## src/rtl/twin_timer_pkg.sv

```systemverilog
package twin_timer_pkg;
  localparam int BYTE_W     = 8;
  localparam int PRESCALE_W = 5;
  localparam int N_UNITS    = 2;
  localparam int ADDR_W     = 3;
  localparam int CFG_BITS   = 4;

  typedef enum logic [1:0] {
    MODE_PRESCALED = 2'b00,
    MODE_WIDE      = 2'b01,
    MODE_RELOAD    = 2'b10,
    MODE_SPLIT     = 2'b11
  } tmode_e;

  typedef struct packed {
    logic   gate;
    logic   use_pin;
    tmode_e mode;
  } unit_cfg_t;

  localparam logic [ADDR_W-1:0] A_CFG  = 3'd0;
  localparam logic [ADDR_W-1:0] A_CTRL = 3'd1;
  localparam int                BYTE_BASE = 2;
endpackage

```

## src/rtl/tt_pin_sampler.sv

```systemverilog
module tt_pin_sampler #(
  parameter int SYNC_STAGES = 2
) (
  input  logic clk,
  input  logic rst,
  input  logic tick,
  input  logic cnt_pin,
  input  logic gate_pin,
  output logic gate_level,
  output logic cnt_fall
);
  logic [SYNC_STAGES-1:0] cnt_sync;
  logic [SYNC_STAGES-1:0] gate_sync;
  logic                   cnt_samp;

  always_ff @(posedge clk) begin
    if (rst) begin
      cnt_sync  <= '0;
      gate_sync <= '0;
      cnt_samp  <= 1'b0;
    end else begin
      cnt_sync  <= {cnt_sync[SYNC_STAGES-2:0], cnt_pin};
      gate_sync <= {gate_sync[SYNC_STAGES-2:0], gate_pin};
      if (tick) cnt_samp <= cnt_sync[SYNC_STAGES-1];
    end
  end

  assign gate_level = gate_sync[SYNC_STAGES-1];
  // previous tick sample high, present sample low
  assign cnt_fall   = tick & cnt_samp & ~cnt_sync[SYNC_STAGES-1];
endmodule

```

## src/rtl/tt_count_unit.sv

```systemverilog
module tt_count_unit
  import twin_timer_pkg::*;
#(
  parameter int W        = BYTE_W,
  parameter int PRE      = PRESCALE_W,
  parameter bit SPLIT_EN = 1'b0
) (
  input  logic         clk,
  input  logic         rst,
  input  tmode_e       mode,
  input  logic         en_main,
  input  logic         en_aux,
  input  logic         wr_lo,
  input  logic         wr_hi,
  input  logic [W-1:0] wr_data,
  output logic [W-1:0] lo,
  output logic [W-1:0] hi,
  output logic         ovf_main,
  output logic         ovf_aux
);
  logic [W-1:0]     lo_n, hi_n;
  logic [W+PRE-1:0] v13;
  logic [2*W-1:0]   v16;

  always_comb begin
    lo_n     = lo;
    hi_n     = hi;
    ovf_main = 1'b0;
    ovf_aux  = 1'b0;
    v13      = {hi, lo[PRE-1:0]} + (W+PRE)'(1);
    v16      = {hi, lo} + (2*W)'(1);
    case (mode)
      MODE_PRESCALED: if (en_main) begin
        hi_n           = v13[W+PRE-1:PRE];
        lo_n[PRE-1:0]  = v13[PRE-1:0];
        ovf_main       = &{hi, lo[PRE-1:0]};
      end
      MODE_WIDE: if (en_main) begin
        {hi_n, lo_n} = v16;
        ovf_main     = &{hi, lo};
      end
      MODE_RELOAD: if (en_main) begin
        if (&lo) begin
          lo_n     = hi;
          ovf_main = 1'b1;
        end else begin
          lo_n = lo + W'(1);
        end
      end
      default: if (SPLIT_EN) begin
        if (en_main) begin
          lo_n     = lo + W'(1);
          ovf_main = &lo;
        end
        if (en_aux) begin
          hi_n    = hi + W'(1);
          ovf_aux = &hi;
        end
      end
    endcase
    if (wr_lo) lo_n = wr_data;
    if (wr_hi) hi_n = wr_data;
  end

  always_ff @(posedge clk) begin
    if (rst) begin
      lo <= '0;
      hi <= '0;
    end else begin
      lo <= lo_n;
      hi <= hi_n;
    end
  end
endmodule

```

## src/rtl/twin_timer.sv

```systemverilog
module twin_timer
  import twin_timer_pkg::*;
#(
  parameter int SYNC_STAGES = 2
) (
  input  logic              clk,
  input  logic              rst,
  input  logic              tick,
  input  logic [1:0]        cnt_pin,
  input  logic [1:0]        gate_pin,
  input  logic              wr_en,
  input  logic [ADDR_W-1:0] wr_addr,
  input  logic [BYTE_W-1:0] wr_data,
  input  logic [ADDR_W-1:0] rd_addr,
  output logic [BYTE_W-1:0] rd_data,
  input  logic [1:0]        ack_clr,
  output logic [1:0]        ovf_flag,
  output logic [1:0]        ovf_pulse
);
  unit_cfg_t [N_UNITS-1:0]              cfg_q;
  logic      [N_UNITS-1:0]              run_q;
  logic      [N_UNITS-1:0][BYTE_W-1:0]  cnt_lo, cnt_hi;
  logic      [N_UNITS-1:0]              gate_lvl, cnt_fall, gate_ok, src_ev;
  logic      [N_UNITS-1:0]              en_main, en_aux, ovf_main, ovf_aux;
  logic      [N_UNITS-1:0]              set_ev;
  logic                                 split0, ctrl_wr;
  logic      [BYTE_W-1:0]               rd_mux;

  assign split0  = (cfg_q[0].mode == MODE_SPLIT);
  assign ctrl_wr = wr_en && (wr_addr == A_CTRL);

  for (genvar i = 0; i < N_UNITS; i++) begin : g_unit
    localparam logic [ADDR_W-1:0] LO_A = ADDR_W'(BYTE_BASE + 2*i);
    localparam logic [ADDR_W-1:0] HI_A = ADDR_W'(BYTE_BASE + 2*i + 1);

    tt_pin_sampler #(.SYNC_STAGES(SYNC_STAGES)) u_pins (
      .clk(clk), .rst(rst), .tick(tick),
      .cnt_pin(cnt_pin[i]), .gate_pin(gate_pin[i]),
      .gate_level(gate_lvl[i]), .cnt_fall(cnt_fall[i])
    );

    assign gate_ok[i] = ~cfg_q[i].gate | gate_lvl[i];
    assign src_ev[i]  = cfg_q[i].use_pin ? cnt_fall[i] : tick;

    tt_count_unit #(.W(BYTE_W), .PRE(PRESCALE_W), .SPLIT_EN(i == 0)) u_cnt (
      .clk(clk), .rst(rst), .mode(cfg_q[i].mode),
      .en_main(en_main[i]), .en_aux(en_aux[i]),
      .wr_lo(wr_en && wr_addr == LO_A), .wr_hi(wr_en && wr_addr == HI_A),
      .wr_data(wr_data), .lo(cnt_lo[i]), .hi(cnt_hi[i]),
      .ovf_main(ovf_main[i]), .ovf_aux(ovf_aux[i])
    );
  end

  // unit 1 loses its run bit to unit 0's high half while unit 0 is split
  assign en_main[0] = run_q[0] & gate_ok[0] & src_ev[0];
  assign en_main[1] = (run_q[1] | split0) & gate_ok[1] & src_ev[1];
  assign en_aux     = {1'b0, tick & run_q[1]};

  assign set_ev[0] = ovf_main[0];
  assign set_ev[1] = split0 ? ovf_aux[0] : (ovf_main[1] | ovf_aux[1]);

  always_ff @(posedge clk) begin
    if (rst) begin
      cfg_q     <= '0;
      run_q     <= '0;
      ovf_flag  <= '0;
      ovf_pulse <= '0;
    end else begin
      if (wr_en && wr_addr == A_CFG) cfg_q <= wr_data;
      if (ctrl_wr) run_q <= wr_data[1:0];
      for (int i = 0; i < N_UNITS; i++) begin
        if (set_ev[i])       ovf_flag[i] <= 1'b1;
        else if (ctrl_wr)    ovf_flag[i] <= wr_data[2+i];
        else if (ack_clr[i]) ovf_flag[i] <= 1'b0;
      end
      ovf_pulse <= ovf_main;
    end
  end

  always_comb begin
    rd_mux = '0;
    if (rd_addr == A_CFG)  rd_mux = cfg_q;
    if (rd_addr == A_CTRL) rd_mux = {4'b0, ovf_flag, run_q};
    for (int i = 0; i < N_UNITS; i++) begin
      if (rd_addr == ADDR_W'(BYTE_BASE + 2*i))     rd_mux = cnt_lo[i];
      if (rd_addr == ADDR_W'(BYTE_BASE + 2*i + 1)) rd_mux = cnt_hi[i];
    end
  end

  always_ff @(posedge clk) begin
    if (rst) rd_data <= '0;
    else     rd_data <= rd_mux;
  end
endmodule

```

## config.mk

```make
export PLATFORM = sky130hd
export DESIGN_NAME = twin_timer
export DESIGN_NICKNAME = d
export VERILOG_FILES = /design/src/rtl/twin_timer_pkg.sv /design/src/rtl/tt_pin_sampler.sv /design/src/rtl/tt_count_unit.sv /design/src/rtl/twin_timer.sv
export SDC_FILE = /design/constraint.sdc
export NUM_CORES = 1
export LEC_CHECK = 0
export BUFFER_PORTS_ARGS = -buffer_cell sky130_fd_sc_hd__buf_2
export CORE_MARGIN = 5
export CORE_UTILIZATION = 30
export DETAILED_ROUTE_END_ITERATION = 8
export GPL_ROUTABILITY_DRIVEN = 0
export PLACE_DENSITY = 0.56
export SLEW_MARGIN = 5
export SYNTH_ARGS = -nofsm -noshare
export SYNTH_HDL_FRONTEND = slang
export SYNTH_SLANG_ARGS = --single-unit
```

## constraint.sdc

```tcl
create_clock -name clk -period 2.58 [get_ports clk]
set_input_delay 0.258 -clock clk [delete_from_list [all_inputs] [get_ports clk]]
set_output_delay 0.258 -clock clk [all_outputs]
set_load 0.05 [all_outputs]
```

Word level (Yosys, flattened, before mapping) --
Index checks and enable logic that the tools add are counted. Widths: inputs -> output; s select.
Cells by class: equality and inequality tests 24, add/sub/neg operators 7, multiplexer cells 52, reduce and logical (&&, ||, !) cells 30, bitwise operators 16
Operator list (number):
- $mux 8 | 22
- $add 16x1->16 const B | 2
- $reduce_and 16->1 | 2
- $pmux 5 s3 | 2
- $add 13x1->13 const B | 2
- $reduce_and 13->1 | 2
- $add 8x1->8 const B | 3
- $pmux 8 s3 | 1
- $reduce_and 8->1 | 3
- $ne 3x1->1 const B | 7
- $mux 1 | 20
- $pmux 8 s2 | 1
- $eq 3x2->1 const B | 4
- $eq 3x3->1 const B | 4
- $reduce_bool 3->1 | 4
- $mux 5 | 2
- $and 1x1->1 | 9
- $pmux 3 s3 | 1
- $reduce_and 4->1 | 2
- $reduce_bool 4->1 | 2
- $eq 2x2->1 const B | 3
- $eq 3x1->1 const B | 2
- $logic_and 1x1->1 | 6
- $logic_not 3->1 | 2
- other kinds (11) | 21
Word-level totals: word-level logic and storage cells 152, bits in registers 64

Logic depth before layout (Yosys ltp) --
depth after elaboration 8, gate-level depth with buffers 8

Cells and area by module --
Synthesis repeated with hierarchy kept, for this count alone.
Second synthesis, totals: cells, all modules 547, area total of the unflattened synthesis 4315.4 um2
Modules (own cells, without submodules):
- tt_count_unit at g_unit[0].u_cnt | instances 1, cells each 202, area each 1471.4 um2
- tt_count_unit at g_unit[1].u_cnt | instances 1, cells each 179, area each 1351.3 um2
- twin_timer | instances 1, cells each 142, area each 1194.9 um2
- tt_pin_sampler | instances 2, cells each 12, area each 148.9 um2

Worst setup path before layout --
Ideal clock, no wire load.
path type register to register, start point reg cfg_q[1] (netlist bit), end point reg g_unit[0].u_cnt.hi[7], clock period less this slack 1.825 ns, arrival 1.751 ns, required time 2.505 ns, setup time 0.075 ns, setup slack 0.755 ns, cell stages (with the launch flop) 9, path through dfxtp_1 -> inv_1 -> ha_1 -> buf_2 -> nor2_1 -> a21oi_1 -> a2111oi_0 -> nand4_1 -> a31oi_1
On the way: word-level cells in the longest chain between the ends 3, elaborated cells between the ends (all ways) 10, those cells by class eq/ne: 5; mux: 2; reduce/logical: 3
Ends and longest elaborated chain:
- start: declaration | RTL line twin_timer.sv:20 | unit_cfg_t [N_UNITS-1:0] cfg_q;
- start signal: assignment | RTL line twin_timer.sv:69 | if (wr_en && wr_addr == A_CFG) cfg_q <= wr_data;
- $eq 2x1->1, or another cell as far along | RTL line tt_count_unit.sv:32 | case (mode)
- $ne 3x1->1 (no line), or another cell as far along
- $reduce_and 4->1 (no line) / $mux 8 (equally long branches)
- end signal: assignment | RTL line tt_count_unit.sv:71 | hi <= hi_n;
- end: declaration | RTL line tt_count_unit.sv:17 | output logic [W-1:0] hi,
Several ways; a longest one is shown, not always the timed one. A chain may end at the register's enable or synchronous reset.

Worst setup path in the final report --
start point reg g_unit[1].u_cnt.lo[0], end point reg g_unit[1].u_cnt.lo[0]
On the way: word-level cells in the longest chain between the ends 5, elaborated cells between the ends (all ways) 10, those cells by class add/sub: 3; mux: 6; reduce/logical: 1
Ends and longest elaborated chain:
- start: declaration | RTL line tt_count_unit.sv:16 | output logic [W-1:0] lo,
- start signal: assignment | RTL line tt_count_unit.sv:70 | lo <= lo_n;
- $add 8x1->8 / $reduce_and 8->1 (equally long branches) | RTL line tt_count_unit.sv:47, tt_count_unit.sv:43
- $mux 8 | RTL line tt_count_unit.sv:43 | if (&lo) begin
- $mux 8 | RTL line tt_count_unit.sv:42 | MODE_RELOAD: if (en_main) begin
- $pmux 5 s3 * | RTL line tt_count_unit.sv:32
- $mux 8 * | RTL line tt_count_unit.sv:61 | if (wr_lo) lo_n = wr_data;
Mark *: on every way between the ends. The rest lies on a longest branch, timed or not. The select of a mux whose other input is x is not followed.

==> results.py <==
metrics = {
    "outcome": {
        "status": "completed",
    },
    "die": {
        "die_area_sq_um": 16100,
        "num_rows": 42,
        "initial_utilization": 0.3082,
        "die_w_um": 126.9,
        "design.core.area_sq_um": 13300,
        "die_h_um": 126.9,
        "ioPinCount": 36,
    },
    "timing": {
        "min_period_ps": 2226,
        "fin_crit_sh": 0.8626,
        "report.final.setup_viol": 0,
        "slew_viol_final": 0,
        "hold_viol": 0,
        "tns_ps": 0,
        "max_slew.worst_pin.slew_ps": 763.1,
        "slew_headroom": 0.4886,
        "rsz0062_at_grt": "no",
        "skew_ps": 10.29,
        "fmax_mhz": 449.3,
    },
    "route": {
        "wl_per_cell_um": 18.50,
        "avgViaCountPerCell": 5.743,
        "wl_um": 13030,
        "drt_first_pass_iters": 5,
        "vias": 4043,
        "first_iter_violations": 328,
        "detail-route-antenna-nets": 0,
        "drcViolationCount": 0,
    },
    "place": {
        "dp.final_hpwl_um": 9686,
        "io_buffers": 35,
    },
    "pwr": {
        "ir_drop_mv": 0.2497,
        "pwr_density_cell_nw_per_um2": 525.5,
        "p_leak_nw": 1.656,
    },
    "hold_path": {
        "holdCritPathClass": "primary input to flip-flop",
    },
    "critical_path": {
        "required_ps": 2820,
        "cp_data_arrival_time_ps": 2460,
        "cp-start-kind": "flip-flop",
        "crit_type": "flip-flop to flip-flop",
        "crit_path_end_kind": "flip-flop",
        "worstPathMaxFanout": 9,
    },
    "logic_synthesis": {
        "ys_ff_latch": 64,
        "synth-edff-count": 0,
        "yosysUniqueCellTypes": 61,
        "async_reset_ff_frac": 0,
        "synthCells": 504,
        "netlist_area_sq_um": 4098,
        "ys_warn_count": 0,
        "syn_area_per_cell_sq_um": 8.130,
        "synth_ff_type": "dfxtp_1",
        "ys_seq_area_frac": 0.3127,
        "synth_nets": 542,
    },
    "cells_and_area": {
        "n_antenna_cell": 0,
        "fillers": 1363,
        "final_core_util": 0.3510,
        "drive_above_1_share": 0.1402,
        "syn_to_final_growth_pct": 13.89,
        "fin_nets": 561,
    },
    "global_routing": {
        "grtUsageTotal": 0.1619,
        "grt_pass1_wl_um": 20470,
        "grt_overflow": 0,
        "grt_max_degree": 29,
        "antenna_found_initial": 0,
        "grt_pass1_vias": 3830,
    },
    "cts": {
        "hold_buffers": 0,
        "cts_root_buffer": "clkbuf_16",
        "cts_buffers": 9,
        "cts_buffer_depth": 2,
        "cts_setup_buffers": 0,
        "path_clk_slew_ps": 60,
        "ctsResizeCount": 0,
        "clock_latency_ps": 340,
        "cts.htree.levels": 3,
        "cts_tree": "built",
        "clock-sinks": 64,
    },
    "run": {
        "drv_cap": 0,
    },
}
## placed cells by master, fill, tap and decap left out, drive strengths merged, types with 4 or more instances in the layout
cell type | Yosys | final
dfxtp | 64 | 64
nand2 | 48 | 48
nor2 | 47 | 47
buf | 11 | 41
a211oi | 27 | 27
a21oi | 26 | 26
inv | 22 | 22
nand3 | 18 | 18
nor3 | 16 | 16
nor2b | 14 | 14
xnor2 | 14 | 14
ha | 14 | 14
o21ai | 13 | 13
a221oi | 12 | 12
mux2i | 11 | 11
clkbuf | 22 | 11
nand4 | 9 | 9
nor4 | 8 | 8
and3 | 8 | 8
and4 | 7 | 7
and2 | 7 | 7
a22oi | 7 | 7
nand4b | 6 | 6
mux2 | 6 | 6
xor2 | 5 | 5
o22ai | 5 | 5
a31oi | 5 | 5
o41ai | 5 | 5
a211o | 4 | 4
or3 | 4 | 4
## registers in the layout, indices dropped and copies added (netlist names)
signal	count
g_unit.u_pins.gate_sync	4
cfg_q	8
ovf_pulse	2
ovf_flag	2
run_q	2
g_unit.u_pins.cnt_samp	2
g_unit.u_cnt.lo	16
g_unit.u_cnt.hi	16
rd_data	8
g_unit.u_pins.cnt_sync	4
## critical path, cell delays in order (launching register included)
cell      delay, ps
dfxtp_1         410
ha_1            220
and4_1          450
nand2_1         150
nor2_1          410
a221oi_1        140
o41ai_1         340
## kinds of logic after synthesis
family          count (synthesis)  synth area share
compound gates                130            0.2369
buf+inv                        55           0.05588
fa+ha+maj                      14           0.04275
xor+xnor                       19           0.04061
flops                          64            0.3127
mux                            19           0.05435
simple gates                  203            0.2568
## metrics by stage
step	total power, mW	area [sq um]	worst slack (ps)	std cells	hold slack [ps]
final	2.453	4667	354.4	704	134.3
after global routing	2.539	4667	131.2	704	158.4
after floorplan	1.235	4098	754.7	504	386.2
after global placement	1.320	4392	474.7	688	425.1
after detailed placement	1.324	4392	380.8	688	439.8
after CTS	2.483	4667	363.8	704	125.5
## final cells by class
class / instances / area [sq um] / share of cell area
clock buffers: 11 / 242.7 / 0.05201
clock inverters: 5 / 32.53 / 0.006971
inverters: 22 / 82.58 / 0.01769
multi-input cells: 385 / 2587 / 0.5544
flip-flops and latches: 64 / 1281 / 0.2745
well taps: 176 / 220.2 / 0.04718
repair buffers: 41 / 220.2 / 0.04718
## path summary, 6_finish.rpt
check | startpoint | end | cells past startpoint | slack [ps]
hold / removal | gate_pin[0] | g_unit[0].u_pins.gate_sync[0] | 2 | 130
setup / recovery | g_unit[1].u_cnt.lo[0] | g_unit[1].u_cnt.lo[0] | 6 | 350
hold reg to reg | g_unit[0].u_pins.gate_sync[0] | g_unit[0].u_pins.gate_sync[1] | 1 | 440
setup reg to reg | g_unit[1].u_cnt.lo[0] | g_unit[1].u_cnt.lo[0] | 6 | 350
## layer usage
layer | global-route usage | share of wire | up-vias
li1 | - | - | 1921
met1 | 0.2010 | 0.43 | 1949
met2 | 0.2702 | 0.49 | 147
met3 | 0.03026 | 0.057 | 26
met4 | 0.07697 | 0.032 | 0
met5 | 0 | 0 | -
## Yosys cell counts (5+ instances only)
cell | n | share of area
a221oi_1 | 12 | 0.026
mux2i_1 | 11 | 0.027
xnor2_1 | 14 | 0.030
nor4_1 | 8 | 0.012
nor2_1 | 47 | 0.043
and4_1 | 7 | 0.015
o21ai_0 | 13 | 0.016
nand3_1 | 17 | 0.021
inv_1 | 22 | 0.020
and2_1 | 7 | 0.011
nand2_1 | 47 | 0.043
o22ai_1 | 5 | 0.0076
xor2_1 | 5 | 0.011
buf_2 | 9 | 0.011
a22oi_1 | 7 | 0.013
dfxtp_1 | 64 | 0.31
nand4_1 | 8 | 0.012
mux2_2 | 6 | 0.016
and3_1 | 7 | 0.011
ha_1 | 14 | 0.043
a211oi_1 | 26 | 0.048
a21oi_1 | 26 | 0.032
o41ai_1 | 5 | 0.011
nand4b_1 | 6 | 0.013
nor3_1 | 16 | 0.020
nor2b_1 | 14 | 0.021
a31oi_1 | 5 | 0.0076
clkbuf_1 | 22 | 0.020
## report_power, final
group	switching, mW	internal (mW)	leakage [nW]	total [mW]
registers	0.0402	1.02	0.520	1.06
logic	0.157	0.0891	1.01	0.246
clock network	0.473	0.673	0.128	1.15
total	0.670	1.78	1.66	2.45
Note: power is estimated with default switching activity, not from simulation.
